`config.mk`:
```
export PLATFORM = sky130hd
export DESIGN_NAME = gpio_bank_ctrl
export DESIGN_NICKNAME = d
export VERILOG_FILES = /design/src/rtl/gpio_bank_pkg.sv /design/src/rtl/gpio_in_sync.sv /design/src/rtl/gpio_irq_cell.sv /design/src/rtl/gpio_bank_ctrl.sv
export SDC_FILE = /design/constraint.sdc
export NUM_CORES = 1
export LEC_CHECK = 0
export ABC_AREA = 1
export BUFFER_PORTS_ARGS = -buffer_cell sky130_fd_sc_hd__buf_2
export CAP_MARGIN = 20
export CORE_MARGIN = 1
export CORE_UTILIZATION = 60
export CTS_CLUSTER_SIZE = 28
export DETAILED_ROUTE_END_ITERATION = 10
export GPL_TIMING_DRIVEN = 1
export HOLD_SLACK_MARGIN = 0.1
export PLACE_DENSITY = 0.81
export RECOVER_POWER = 25
export SLEW_MARGIN = 30
export SYNTH_ARGS = -nofsm -noshare
export SYNTH_HDL_FRONTEND = slang
export SYNTH_SLANG_ARGS = --single-unit
```
`constraint.sdc`:
```
create_clock -name clk -period 5.8 [get_ports clk]
set_input_delay 0.58 -clock clk [delete_from_list [all_inputs] [get_ports clk]]
set_output_delay 0.58 -clock clk [all_outputs]
set_load 0.01 [all_outputs]
```
`src/rtl/gpio_bank_pkg.sv`:
```
package gpio_bank_pkg;
  localparam int WORD_W = 32;
  localparam int BANK_IDX_W = 4;

  localparam logic [15:0] BASE_DIR = 16'h0014;
  localparam logic [15:0] BASE_DRV = 16'h0024;
  localparam logic [15:0] BASE_MSK = 16'h0044;
  localparam logic [15:0] BASE_POL = 16'h0104;
  localparam logic [15:0] BASE_KND = 16'h0114;
  localparam logic [15:0] BASE_PND = 16'h0124;

  typedef enum logic [2:0] {
    F_NONE, F_DIR, F_DRV, F_MSK, F_POL, F_KND, F_PND
  } feat_e;

  typedef struct packed {
    feat_e                 feat;
    logic [BANK_IDX_W-1:0] bank;
  } hit_t;

  // word index inside a feature window, or -1 when outside
  function automatic int word_in(input logic [15:0] a, input logic [15:0] base,
                                 input int nbanks);
    int off;
    off = int'(a) - int'(base);
    if (a[1:0] != 2'b00 || off < 0 || off >= 4 * nbanks) return -1;
    return off / 4;
  endfunction

  function automatic hit_t decode_addr(input logic [15:0] a, input int nbanks);
    hit_t h;
    int w;
    h = '{feat: F_NONE, bank: '0};
    w = word_in(a, BASE_DIR, nbanks); if (w >= 0) h = '{F_DIR, BANK_IDX_W'(w)};
    w = word_in(a, BASE_DRV, nbanks); if (w >= 0) h = '{F_DRV, BANK_IDX_W'(w)};
    w = word_in(a, BASE_MSK, nbanks); if (w >= 0) h = '{F_MSK, BANK_IDX_W'(w)};
    w = word_in(a, BASE_POL, nbanks); if (w >= 0) h = '{F_POL, BANK_IDX_W'(w)};
    w = word_in(a, BASE_KND, nbanks); if (w >= 0) h = '{F_KND, BANK_IDX_W'(w)};
    w = word_in(a, BASE_PND, nbanks); if (w >= 0) h = '{F_PND, BANK_IDX_W'(w)};
    return h;
  endfunction

  function automatic int pin_word(input int pin);
    return pin / WORD_W;
  endfunction

  function automatic int pin_bit(input int pin);
    return pin % WORD_W;
  endfunction
endpackage

```
`src/rtl/gpio_in_sync.sv`:
```
module gpio_in_sync #(
  parameter int WIDTH = 70
) (
  input  logic             clk,
  input  logic             rst_n,
  input  logic [WIDTH-1:0] raw_in,
  output logic [WIDTH-1:0] sync_out
);
  logic [WIDTH-1:0] stage1_q;
  logic [WIDTH-1:0] stage2_q;

  always_ff @(posedge clk or negedge rst_n) begin
    if (!rst_n) begin
      stage1_q <= '0;
      stage2_q <= '0;
    end else begin
      stage1_q <= raw_in;
      stage2_q <= stage1_q;
    end
  end

  assign sync_out = stage2_q;
endmodule

```
`src/rtl/gpio_irq_cell.sv`:
```
module gpio_irq_cell (
  input  logic clk,
  input  logic rst_n,
  input  logic lvl,
  input  logic kind_edge,
  input  logic pol_low,
  input  logic clr,
  output logic pend,
  output logic ev_set
);
  logic prev_q;
  logic pend_q;
  logic at_active;
  logic edge_hit;

  assign at_active = lvl ^ pol_low;
  assign edge_hit  = (lvl != prev_q) && at_active;
  assign ev_set    = kind_edge ? edge_hit : at_active;

  always_ff @(posedge clk or negedge rst_n) begin
    if (!rst_n) begin
      prev_q <= 1'b0;
      pend_q <= 1'b0;
    end else begin
      prev_q <= lvl;
      pend_q <= ev_set | (pend_q & ~clr);
    end
  end

  assign pend = pend_q;


  edge_sets_chk: assert property (@(posedge clk) disable iff (!rst_n)
    (kind_edge && edge_hit) |=> pend_q);

  level_holds_chk: assert property (@(posedge clk) disable iff (!rst_n)
    (!kind_edge && at_active) |=> pend_q);

  clear_works_chk: assert property (@(posedge clk) disable iff (!rst_n)
    (clr && !ev_set) |=> !pend_q);

  pend_hold_chk: assert property (@(posedge clk) disable iff (!rst_n)
    (!clr && !ev_set) |=> $stable(pend_q));
endmodule

```
`src/rtl/gpio_bank_ctrl.sv`:
```
module gpio_bank_ctrl
  import gpio_bank_pkg::*;
#(
  parameter int NUM_PINS  = 70,
  parameter int NUM_BANKS = 3,
  parameter int ADDR_W    = 12
) (
  input  logic                clk,
  input  logic                rst_n,
  input  logic [ADDR_W-1:0]   bus_addr,
  input  logic                bus_we,
  input  logic [WORD_W-1:0]   bus_wdata,
  output logic [WORD_W-1:0]   bus_rdata,
  input  logic [NUM_PINS-1:0] pad_in,
  output logic [NUM_PINS-1:0] pad_out,
  output logic [NUM_PINS-1:0] pad_oe,
  output logic                irq_out
);
  localparam int SPAN   = NUM_BANKS * WORD_W;
  localparam int LOW_W  = (NUM_PINS < WORD_W) ? NUM_PINS : WORD_W;

  hit_t hit;
  assign hit = decode_addr(16'(bus_addr), NUM_BANKS);

  logic [NUM_PINS-1:0] dir_q, drv_q, msk_q, pol_q, knd_q;
  logic [NUM_PINS-1:0] pend_vec, set_vec, lvl_sync, pin_level;
  logic [NUM_PINS-1:0] in_bank, wbit;
  logic [NUM_PINS-1:0] m_dir, m_drv, m_msk, m_pol, m_knd, clr_vec;

  gpio_in_sync #(.WIDTH(NUM_PINS)) u_sync (
    .clk(clk), .rst_n(rst_n), .raw_in(pad_in), .sync_out(lvl_sync)
  );

  for (genvar p = 0; p < NUM_PINS; p++) begin : g_pin
    localparam int WI = pin_word(p);
    localparam int BI = pin_bit(p);
    assign in_bank[p] = (int'(hit.bank) == WI);
    assign wbit[p]    = bus_wdata[BI];

    gpio_irq_cell u_cell (
      .clk(clk), .rst_n(rst_n), .lvl(lvl_sync[p]),
      .kind_edge(knd_q[p]), .pol_low(pol_q[p]), .clr(clr_vec[p]),
      .pend(pend_vec[p]), .ev_set(set_vec[p])
    );
  end

  assign m_dir   = {NUM_PINS{bus_we && hit.feat == F_DIR}} & in_bank;
  assign m_drv   = {NUM_PINS{bus_we && hit.feat == F_DRV}} & in_bank;
  assign m_msk   = {NUM_PINS{bus_we && hit.feat == F_MSK}} & in_bank;
  assign m_pol   = {NUM_PINS{bus_we && hit.feat == F_POL}} & in_bank;
  assign m_knd   = {NUM_PINS{bus_we && hit.feat == F_KND}} & in_bank;
  assign clr_vec = {NUM_PINS{bus_we && hit.feat == F_PND}} & in_bank & wbit;

  always_ff @(posedge clk or negedge rst_n) begin
    if (!rst_n) begin
      dir_q <= '0;
      drv_q <= '0;
      msk_q <= '0;
      pol_q <= '0;
      knd_q <= '0;
    end else begin
      dir_q <= (dir_q & ~m_dir) | (wbit & m_dir);
      drv_q <= (drv_q & ~m_drv) | (wbit & m_drv);
      msk_q <= (msk_q & ~m_msk) | (wbit & m_msk);
      pol_q <= (pol_q & ~m_pol) | (wbit & m_pol);
      knd_q <= (knd_q & ~m_knd) | (wbit & m_knd);
    end
  end

  assign pin_level = (dir_q & drv_q) | (~dir_q & lvl_sync);
  assign pad_out   = drv_q;
  assign pad_oe    = dir_q;
  assign irq_out   = |(pend_vec & msk_q);

  logic [NUM_PINS-1:0] rd_src;
  logic [SPAN-1:0]     rd_wide;

  always_comb begin
    unique case (hit.feat)
      F_DIR:   rd_src = dir_q;
      F_DRV:   rd_src = pin_level;
      F_MSK:   rd_src = msk_q;
      F_POL:   rd_src = pol_q;
      F_KND:   rd_src = knd_q;
      F_PND:   rd_src = pend_vec;
      default: rd_src = '0;
    endcase
    rd_wide = '0;
    rd_wide[NUM_PINS-1:0] = rd_src;
    if (hit.feat == F_NONE) bus_rdata = '0;
    else bus_rdata = rd_wide[int'(hit.bank) * WORD_W +: WORD_W];
  end


  dir_write_chk: assert property (@(posedge clk) disable iff (!rst_n)
    (bus_we && hit.feat == F_DIR && hit.bank == '0)
      |=> pad_oe[LOW_W-1:0] == $past(bus_wdata[LOW_W-1:0]));

  unmapped_zero_chk: assert property (@(posedge clk) disable iff (!rst_n)
    (hit.feat == F_NONE) |-> bus_rdata == '0);
endmodule

```
==> run metrics <==
via density per instance=5.935; 1st-pass router iterations=6; all-layer global routing usage=37.83%; CP Capture Type=output port; Worst EP required=5220 ps; Syn Nets=3,644; num ports=290; Final Skew=22.69 ps; Die ar.=50,040 sq um; Synth area leader=dfrtp_1; Slew @ Worst Pin=2558 ps; Simple-Gate Fraction of Synth Area=23.90%; Syn. warnings=0; synth cell count leaders=nand2_1, dfrtp_1, inv_1, nand3_1, nor2_1; worst skew pair latency=610 ps; via count=26,770; Post-synth ARST share=100.0%; dpl cells=4,312; TritonCTS Buffers=66; synth top area cells=dfrtp_1, nand2_1, nand3_1; Main synth FF type=dfrtp_1; GRT Max-Usage Layer=met2; Mapped Cells=3,507; Critical Path Source Type=input pin; worst r2r path cells=4; TritonCTS clock tree=built; Die Span X=223.7 microns; Max-Cap Viols=2; met2 global-route usage=55.54%; count leader, synth=nand2_1; Seq/Total Area, Yosys=53.46%; initial antenna violation count=7; first-pass GRT wire length=145.1 mm; largest family of logic cells by synthesized area=simple AND/OR/NAND/NOR gates; Syn-to-layout area delta=16.70%; CTS Buffer Depth=3; # setup viols final=0; multiplexer share of the synthesized area=0.03819%; Final TNS setup=0 ps; mean post-synth cell area=8.409 sq um; Synth cell types=47; core area=48,150 sq um; Post-Synth XOR/XNOR Area=3.021%; CTS H-tree lvls=3; RSZ-0062 raised after global routing=no; outcome=finished with violations; Cell Area, Synth=29,490 sq um; drt initial violations=3,130; layout cells sized above 1=12.89%; Seq cells post-synth=630; Slew Limit Fails=197; Setup CP Type=input pin to output port; Post-Route WL=94.13 mm; Max Fclk=184.1 MHz; Port Buffers=289; failing checks=capacitance limit, slew limit; post-synthesis adder-cell area fraction=0.8486%; Routed wire per std cell=20.87 microns; crit path DAT=4850 ps; RR Startpoint=u_sync.sync_out[6]; Synth Area in Compound Gates=10.82%; CTS root buf=clkbuf_16; GPL Wtd Cong=0.9638; crit path from=bus_addr[3]; number of synthesized flops with an enable pin=0; worst hold path type=input pin to flop; final hold viol count=0; Leak Pwr=17.01 nW; starting density of the core=61.25%; residual DRC count=0; Nets=3,938; crit path time final=5431 ps; PD cells=271.4 nW/um^2; largest net degree at the start of global routing=124; Std-Cell Rows=80; Non-Filler Instances=4,510; post-synth top area share=53.46%; HPWL after DPL=60.56 mm; number of nets with antenna violations after routing=0; Hold Path Depth=3; Worst Hold Launch=bus_wdata[28]; GR Util met3=9.523%; clock sinks=630; VDD IR max=0.2673 mV; vias in the first global route=25,800; crit path max fanout=34; clock slew at reported path FFs=60 ps; Slew HR=-70.54%; met1 Use GR=52.56%; remaining global-route overflow=0; Die Ht=223.7 microns; final worst path period share=93.64%
-- layout make-up --
| type | instances | area (sq um) |
|---|---|---|
| tap | 656 | 820.8 |
| timing repair buffer | 424 | 2824 |
| sequential | 630 | 15770 |
| inverter | 365 | 1379 |
| antenna | 6 | 15.01 |
| fill | 3641 | 13730 |
| clock inverter | 24 | 276.5 |
| clock buffer | 91 | 1888 |
| multi-input combinational | 2314 | 11440 |
-- placed cells by master, fill, tap and decap left out, drive strengths merged, types with 5 or more instances in the layout --
cell type	n
nand2	1052
dfrtp	630
inv	366
buf	320
nand3	288
o21ai	244
nor2	167
clkbuf	124
a21oi	121
nand4	112
xnor2	86
o22ai	71
dlygate4sd3	71
o211ai	38
a221oi	36
ha	20
a22oi	18
clkinv	15
xor2	14
a22o	13
nor3	13
diode	6
nor4	5
-- stage by stage --
step	hold slack (ps)	util, %	total power (W)	setup WS [ps]	area (sq um)
global route	331.2	71.48	0.009592	34.26	34410
floorplan	284.4	-	0.004852	1052	29490
finish	327.8	71.48	0.009339	368.6	34410
detailed placement	334.7	65.35	0.005102	182.7	31460
CTS	110.1	71.30	0.009356	159.7	34330
global placement	331.1	65.35	0.005097	299.8	31460
-- layer usage --
metal / part of all wire, % / vias to the layer above
li1: - / 12060
met1: 39 / 12670
met2: 43 / 1701
met3: 12 / 336
met4: 5.1 / 0
met5: 0 / -
-- critical path, cell delays in order --
cell and delay (ps):
buf_2 120, inv_1 90, ha_2 230, inv_2 50, nand2_1 100, nand2_1 110
o21ai_1 170, nand2_1 110, nor2_1 110, ha_1 170, nand2_1 90, or4_1 530
ha_1 200, nor3_1 180, nand3_1 90, nor2_1 160, buf_4 150, nand3_4 140
nand2_1 130, clkinv_1 60, nand2_1 130, nand2_1 60, nand2_1 110, buf_12 230
nand3_1 220, nand2_1 260, nor2_1 70, buf_2 140
-- timing repair --
item	in CTS	in global routing
endpoints found under the hold margin	165	1
setup buffers	0	4
hold buffers	70	1
gates resized for setup	0	13
endpoints found under the setup margin	0	27
-- cell families (layout without fill, tap and decap cells) --
kind of cell    Yosys count  in the layout
mux                       1              1
other cells               0              6
fa+ha+maj                20             20
compound gates          548            548
xor+xnor                100            100
flops                   630            630
buf+inv                 563            904
simple gates           1645           1645
-- worst paths after layout --
path	endpoint	slack, ps
max in group asynchronous	async pin	1030
hold reg to reg	u_sync.sync_out[21]	330
setup / recovery	bus_rdata[13]	370
hold / removal	flop	330
min in group asynchronous	async pin	1280
setup reg to reg	g_pin[6].u_cell.pend	4780
-- report_power, final --
group | switching, W | internal [W] | total (W)
registers | 0.0000753 | 0.00449 | 0.00456
clock network | 0.00179 | 0.00247 | 0.00426
logic | 0.000344 | 0.000168 | 0.000511
total | 0.00221 | 0.00713 | 0.00934
(Power assumes the default switching activity.)
